<file path="src/rtl/uart_rx_pkg.sv">
package uart_rx_pkg;

    localparam int DATA_W = 8;

    // Line control byte; field positions are shared with the transmitter.
    typedef struct packed {
        logic       rsvd7;
        logic       tx_break;
        logic       stick;
        logic       even;
        logic       par_en;
        logic       two_stop;
        logic [1:0] wlen;
    } line_cfg_t;

    // Subset of the control byte the receiver latches per frame.
    typedef struct packed {
        logic       stick;
        logic       even;
        logic       par_en;
        logic [1:0] wlen;
    } rx_cfg_t;

    typedef enum logic [2:0] {
        ST_IDLE,
        ST_START,
        ST_DATA,
        ST_PARITY,
        ST_STOP,
        ST_HOLD_LOW
    } rx_state_t;

    typedef struct packed {
        logic [DATA_W-1:0] data;
        logic              perr;
        logic              ferr;
        logic              brk;
    } rx_word_t;

    typedef struct packed {
        logic err_any;
        logic tx_empty;
        logic thr_empty;
        logic brk;
        logic ferr;
        logic perr;
        logic ovr;
        logic ready;
    } line_stat_t;

    function automatic int unsigned word_bits(logic [1:0] wl);
        return 5 + int'(wl);
    endfunction

    function automatic logic want_parity(rx_cfg_t c, logic [DATA_W-1:0] d);
        if (c.stick)
            return ~c.even;
        return c.even ? ^d : ~^d;
    endfunction

endpackage

</file>
<file path="src/rtl/uart_rx_sync.sv">
module uart_rx_sync #(
    parameter int   STAGES  = 2,
    parameter logic RST_VAL = 1'b1
) (
    input  logic clk,
    input  logic rst,
    input  logic d,
    output logic q
);
    logic [STAGES-1:0] chain;

    always_ff @(posedge clk) begin
        if (rst)
            chain <= {STAGES{RST_VAL}};
        else
            chain <= {chain[STAGES-2:0], d};
    end

    assign q = chain[STAGES-1];
endmodule

</file>
<file path="src/rtl/uart_rx_framer.sv">
module uart_rx_framer
    import uart_rx_pkg::*;
#(
    parameter int OVERSAMPLE = 16
) (
    input  logic      clk,
    input  logic      rst,
    input  logic      tick,
    input  logic      rx,
    input  line_cfg_t cfg,
    output logic      done,
    output rx_word_t  word
);
    localparam int CNT_W = $clog2(OVERSAMPLE);
    localparam int HALF  = OVERSAMPLE / 2;
    localparam int BIT_W = $clog2(DATA_W);

    rx_state_t         state;
    logic [CNT_W-1:0]  cnt;
    logic [BIT_W-1:0]  bit_idx;
    logic [DATA_W-1:0] shreg;
    logic              par_bit;
    logic              all_low;
    rx_cfg_t           cfg_q;

    logic              bit_end;
    logic              half_end;
    logic [BIT_W-1:0]  last_idx;
    logic [BIT_W:0]    shamt;
    logic [DATA_W-1:0] aligned;
    logic              stop_low;
    logic              unused_cfg;

    assign unused_cfg = ^{cfg.rsvd7, cfg.tx_break, cfg.two_stop};

    always_comb begin
        bit_end  = (cnt == CNT_W'(OVERSAMPLE - 1));
        half_end = (cnt == CNT_W'(HALF - 1));
        last_idx = BIT_W'(word_bits(cfg_q.wlen) - 1);
        shamt    = (BIT_W+1)'(DATA_W - word_bits(cfg_q.wlen));
        aligned  = shreg >> shamt;
        stop_low = ~rx;
    end

    always_ff @(posedge clk) begin
        done <= 1'b0;
        if (rst) begin
            state   <= ST_IDLE;
            cnt     <= '0;
            bit_idx <= '0;
            shreg   <= '0;
            par_bit <= 1'b0;
            all_low <= 1'b0;
            cfg_q   <= '0;
            word    <= '0;
        end else if (tick) begin
            case (state)
                ST_IDLE: begin
                    if (!rx) begin
                        state <= ST_START;
                        cnt   <= '0;
                        cfg_q <= '{stick: cfg.stick, even: cfg.even,
                                   par_en: cfg.par_en, wlen: cfg.wlen};
                    end
                end
                ST_START: begin
                    if (half_end) begin
                        cnt <= '0;
                        if (!rx) begin
                            state   <= ST_DATA;
                            bit_idx <= '0;
                            shreg   <= '0;
                            all_low <= 1'b1;
                        end else begin
                            state <= ST_IDLE;
                        end
                    end else begin
                        cnt <= cnt + 1'b1;
                    end
                end
                ST_DATA: begin
                    cnt <= bit_end ? '0 : cnt + 1'b1;
                    if (bit_end) begin
                        shreg   <= {rx, shreg[DATA_W-1:1]};
                        all_low <= all_low & ~rx;
                        if (bit_idx == last_idx)
                            state <= cfg_q.par_en ? ST_PARITY : ST_STOP;
                        else
                            bit_idx <= bit_idx + 1'b1;
                    end
                end
                ST_PARITY: begin
                    cnt <= bit_end ? '0 : cnt + 1'b1;
                    if (bit_end) begin
                        par_bit <= rx;
                        all_low <= all_low & ~rx;
                        state   <= ST_STOP;
                    end
                end
                ST_STOP: begin
                    cnt <= bit_end ? '0 : cnt + 1'b1;
                    if (bit_end) begin
                        done      <= 1'b1;
                        word.data <= aligned;
                        word.perr <= cfg_q.par_en &&
                                     (par_bit != want_parity(cfg_q, aligned));
                        word.ferr <= stop_low;
                        word.brk  <= all_low & stop_low;
                        state     <= (all_low & stop_low) ? ST_HOLD_LOW : ST_IDLE;
                    end
                end
                ST_HOLD_LOW: begin
                    if (rx)
                        state <= ST_IDLE;
                end
                default: state <= ST_IDLE;
            endcase
        end
    end
endmodule

</file>
<file path="src/rtl/uart_rx_hold.sv">
module uart_rx_hold
    import uart_rx_pkg::*;
(
    input  logic              clk,
    input  logic              rst,
    input  logic              done,
    input  rx_word_t          word,
    input  logic              data_rd,
    input  logic              status_rd,
    input  logic              tx_empty,
    input  logic              thr_empty,
    output logic [DATA_W-1:0] rx_data,
    output logic [7:0]        status
);
    logic       ready, ovr, perr, ferr, brk;
    line_stat_t stat;

    always_ff @(posedge clk) begin
        if (rst) begin
            rx_data <= '0;
            ready   <= 1'b0;
            ovr     <= 1'b0;
            perr    <= 1'b0;
            ferr    <= 1'b0;
            brk     <= 1'b0;
        end else begin
            if (done) begin
                rx_data <= word.data;
                ready   <= 1'b1;
            end else if (data_rd) begin
                ready <= 1'b0;
            end
            ovr  <= (done & ready & ~data_rd) | (ovr  & ~status_rd);
            perr <= (done & word.perr)        | (perr & ~status_rd);
            ferr <= (done & word.ferr)        | (ferr & ~status_rd);
            brk  <= (done & word.brk)         | (brk  & ~status_rd);
        end
    end

    always_comb begin
        stat.ready     = ready;
        stat.ovr       = ovr;
        stat.perr      = perr;
        stat.ferr      = ferr;
        stat.brk       = brk;
        stat.thr_empty = thr_empty;
        stat.tx_empty  = tx_empty;
        stat.err_any   = perr | ferr | brk;
        status         = stat;
    end
endmodule

</file>
<file path="src/rtl/uart_rx_status.sv">
module uart_rx_status
    import uart_rx_pkg::*;
#(
    parameter int OVERSAMPLE  = 16,
    parameter int SYNC_STAGES = 2
) (
    input  logic       clk,
    input  logic       rst,
    input  logic       tick_16x,
    input  logic       rx_in,
    input  logic [7:0] line_cfg,
    input  logic       data_rd,
    input  logic       status_rd,
    input  logic       tx_empty_in,
    input  logic       tx_hold_empty_in,
    output logic [7:0] rx_data,
    output logic [7:0] status
);
    logic      rx_s;
    logic      frm_done;
    rx_word_t  frm_word;
    line_cfg_t cfg;

    assign cfg = line_cfg_t'(line_cfg);

    uart_rx_sync #(.STAGES(SYNC_STAGES), .RST_VAL(1'b1)) u_sync (
        .clk (clk),
        .rst (rst),
        .d   (rx_in),
        .q   (rx_s)
    );

    uart_rx_framer #(.OVERSAMPLE(OVERSAMPLE)) u_framer (
        .clk  (clk),
        .rst  (rst),
        .tick (tick_16x),
        .rx   (rx_s),
        .cfg  (cfg),
        .done (frm_done),
        .word (frm_word)
    );

    uart_rx_hold u_hold (
        .clk       (clk),
        .rst       (rst),
        .done      (frm_done),
        .word      (frm_word),
        .data_rd   (data_rd),
        .status_rd (status_rd),
        .tx_empty  (tx_empty_in),
        .thr_empty (tx_hold_empty_in),
        .rx_data   (rx_data),
        .status    (status)
    );
endmodule

</file>
<file path="config.mk">
export PLATFORM = sky130hd
export DESIGN_NAME = uart_rx_status
export DESIGN_NICKNAME = d
export VERILOG_FILES = /design/src/rtl/uart_rx_pkg.sv /design/src/rtl/uart_rx_sync.sv /design/src/rtl/uart_rx_framer.sv /design/src/rtl/uart_rx_hold.sv /design/src/rtl/uart_rx_status.sv
export SDC_FILE = /design/constraint.sdc
export NUM_CORES = 1
export LEC_CHECK = 0
export ABC_AREA = 1
export BUFFER_PORTS_ARGS = -buffer_cell sky130_fd_sc_hd__buf_2
export CAP_MARGIN = 20
export CORE_MARGIN = 10
export CORE_UTILIZATION = 50
export DETAILED_ROUTE_END_ITERATION = 6
export PLACE_DENSITY_LB_ADDON = 0.2
export SETUP_SLACK_MARGIN = 0.4
export SYNTH_ARGS = -nofsm -noshare
export SYNTH_HDL_FRONTEND = slang
export SYNTH_HIERARCHICAL = 1
export SYNTH_SLANG_ARGS = --single-unit
</file>
<file path="constraint.sdc">
create_clock -name clk -period 2.05 [get_ports clk]
set_input_delay 0 -clock clk [delete_from_list [all_inputs] [get_ports clk]]
set_output_delay 0 -clock clk [all_outputs]
set_load 0.02 [all_outputs]
</file>
==> impl_results.md <==
- Status: completed
- YS warnings: 6
- DP HPWL: 4000 um
- Leak pwr: 1.44 nW
- Setup crit start kind: flop
- CP arrival: about 1.8 ns
- N_diodes: 0
- Initial DRC count: a little over 90
- Grt peak-use layer: met2
- Hold Path Class: in -> out
- M1 GR Usage: roughly 17%
- Std-Cell Core Area: ~5200 um^2
- Clk buf depth: 2
- Met3 usage: between 4 and 5%
- Final Util: approximately two thirds
- Ranking of synthesized cells by area: dfxtp_1 38%, nand2_1 15%, a21oi_1 6.6%
- Placement Setup Slack: 0.261 ns
- Worst skew pair latency: just over 0.3 ns
- Cell taking the most area after synthesis: dfxtp_1
- # port buffers: 24
- Worst Tran Pin Value: about 0.55 ns
- Critical path cell sequence: inv_4 -> nand2_4 -> nor2_4 -> inv_2 -> o211ai_4 -> buf_6 -> nor3_4 -> buf_6 -> a22oi_1 -> nor2_1
- Syn avg cell area: 7.01 um^2
- Total routed wirelength: 6240 um
- GRT overflow: 0
- Post-synthesis sequential area ratio: 38.1%
- GPL Wtd Cong: about 0.86
- WP data required: roughly 2.2 ns
- Antenna violations before repair: 0
- Initial cell density of the core: between 50% and 60%
- CTS Sinks: 52
- DRT Pass-1 Iters: 5
- Mapped Cells: 390
- Vias: 2561
- Max incr delay on CP: roughly 0.35 ns
- Vias in the first global route: 2235
- Ports: 32
- Share of layout cells above drive strength 1: 34.2%
- Wire per inst: roughly 13 um
- Full die area: ~8800 um^2
- Slew headroom: 63.0%
- CTS Root Cell: clkbuf_8
- Clk slew on worst S/H paths: 0.09 ns
- TritonCTS clock tree: yes
- RSZ-0062 raised after global routing: yes
- Post-route DRC: 0
- Pins Over Slew Limit: 0
- Crit-path most repeated cell: buf_6
- First-pass GRT wire length: 10100 um
- H-tree levels: 2
- Finish-stage setup viols: 0
- Peak Freq: 607 MHz
- Seq cells post-synth: 52
- WS Path Type: reg -> reg
- Fin Hold WS: ~0.000044 ns
- Top cell type's share of synthesized area: about two fifths
- Min Tclk post-route: 1.65 ns
- Die Wd: 94.0 um
- Global Route Usage Sum: 13.6%
- Largest net degree at the start of global routing: 33
- Max FO, Critical Path: 8
- P&R area growth vs syn: 24.5%
- Maximum vdd drop: 0.315 mV
- CP Capture Type: flop
- Vias per cell: 5.15
- Cell Pwr Density: roughly 550 nW/um^2
- GRT met2 Usage: 21.7%
- Skew final: 0.00608 ns
- Fin nets: 444
- Final WS setup: between 0.4 and 0.5 ns
- Post-Syn Nets: 408
- Antenna-violating nets left: 0
- Post-route clock period utilization: 80.3%
- Slowest CP cell: dfxtp_2
- TritonCTS Buffers: 5
- Setup TNS: 0 ns
- Maxcap violations: 0
- Final hold vios: 0
- Die H: 94.0 um
- FP Rows: 26
- Final total power: 1.86 mW
- Cell Area, Synth: between 2000 and 3000 um^2
- Layout fillers: between 400 and 500
- Yosys cell types: 38
==> state kept, by name (all words and copies together), names as in the netlist <==
| signal | count |
|---|---|
| u_framer/par_bit | 1 |
| u_framer/all_low | 1 |
| u_framer/word | 11 |
| u_hold/ferr | 1 |
| u_hold/brk | 1 |
| u_framer/cnt | 4 |
| u_hold/perr | 1 |
| u_framer/state | 3 |
| u_framer/cfg_q | 5 |
| u_hold/rx_data | 8 |
| u_framer/shreg | 8 |
| u_hold/ovr | 1 |
| u_sync/chain | 2 |
| u_framer/bit_idx | 3 |
| u_hold/ready | 1 |
| u_framer/done | 1 |
==> routing by layer <==
layer / routed length, um / up-vias
met3: 414 / 11
met2: 2770 / 58
li1: - / 1330
met5: 0 / -
met1: 2940 / 1162
met4: 115 / 0
==> cell usage after synthesis, drive strengths merged <==
master       instances
ha                   2
o21a                 1
a21oi               39
xnor2                1
dfxtp               52
nor3                 4
inv                 39
clkbuf               2
and3                 1
o21ai               23
nor2                30
dlygate4sd3          1
nand2              122
nand3               36
o211ai               1
a22oi                8
xor2                 3
nor4                 1
a311oi               1
buf                 16
a211oi               3
or2                  3
nand4                1
==> placed cells by master, fill, tap and decap left out, types with 5 or more instances in the layout <==
cell,instances
nand2_4,5
inv_2,9
nor2_1,19
dfxtp_2,10
nor2_4,5
nand3_2,9
buf_4,10
nand2_2,27
nor2_2,6
dlygate4sd3_1,7
o21ai_0,17
clkbuf_8,6
dfxtp_1,41
nand3_1,27
a21oi_1,34
buf_2,24
inv_1,26
a22oi_2,6
nand2_1,90
==> cell families after synthesis <==
kind of cell	synth area share, %
AOI/OAI and AO/OA	16.0
and+or+nand+nor	32.7
DFF	38.1
xor gates and xnor gates	1.28
buffers and inverters	11.1
adders and majority gates	0.915
==> power breakdown <==
group	leakage [nW]	switching, mW	internal, mW
sequential	0.425	0.0120	1.02
combinational	0.969	0.128	0.0865
clock	0.0434	0.339	0.274
total	1.44	0.479	1.38
==> worst max-delay path, delay by kind of cell, from the launching register on <==
kind / cells / cell delay, ns
buffers and inverters: 4 / 0.45
AOI/OAI and AO/OA: 2 / 0.39
and+or+nand+nor: 4 / 0.34
DFF: 1 / 0.35
==> final timing paths <==
path	startpoint	to	slack [ns]	depth (start not counted)
hold reg to reg	u_sync/chain[0]$_SDFF_PP1_	u_sync/chain[1]$_SDFF_PP1_	0.42	2
setup / recovery	u_framer/state[1]$_SDFFE_PP0P_	u_framer/shreg[4]$_SDFFE_PP0P_	0.40	10
setup reg to reg	u_framer/state[1]$_SDFFE_PP0P_	u_framer/shreg[4]$_SDFFE_PP0P_	0.40	10
hold / removal	tx_empty_in	status[6]	0.00004	0
==> layout make-up <==
cell class	instances	area (um^2)	share of cell area [%]
flip-flops and latches	52	1060	31.0
inverters	39	164	4.81
clock buffers	6	82.6	2.42
well taps	70	87.6	2.57
clock inverters	2	15.0	0.441
repair buffers	48	360	10.6
multi-input cells	280	1640	48.1
==> what timing repair did <==
item,in CTS,in global routing
hold buffers,7,0
gates cloned,0,1
setup endpoints to repair,24,32
hold endpoints to repair,10,0
pin swaps,6,20
setup buffers,5,7
gates resized for setup,15,82
==> metrics by stage <==
| step | instances | area (um^2) |
|---|---|---|
| floorplan | 390 | 2740 |
| global placement | 469 | 2820 |
| detailed placement | 469 | 2820 |
| CTS | 489 | 3070 |
| global route | 497 | 3410 |
| finish | 497 | 3410 |
(Power assumes the default switching activity.)
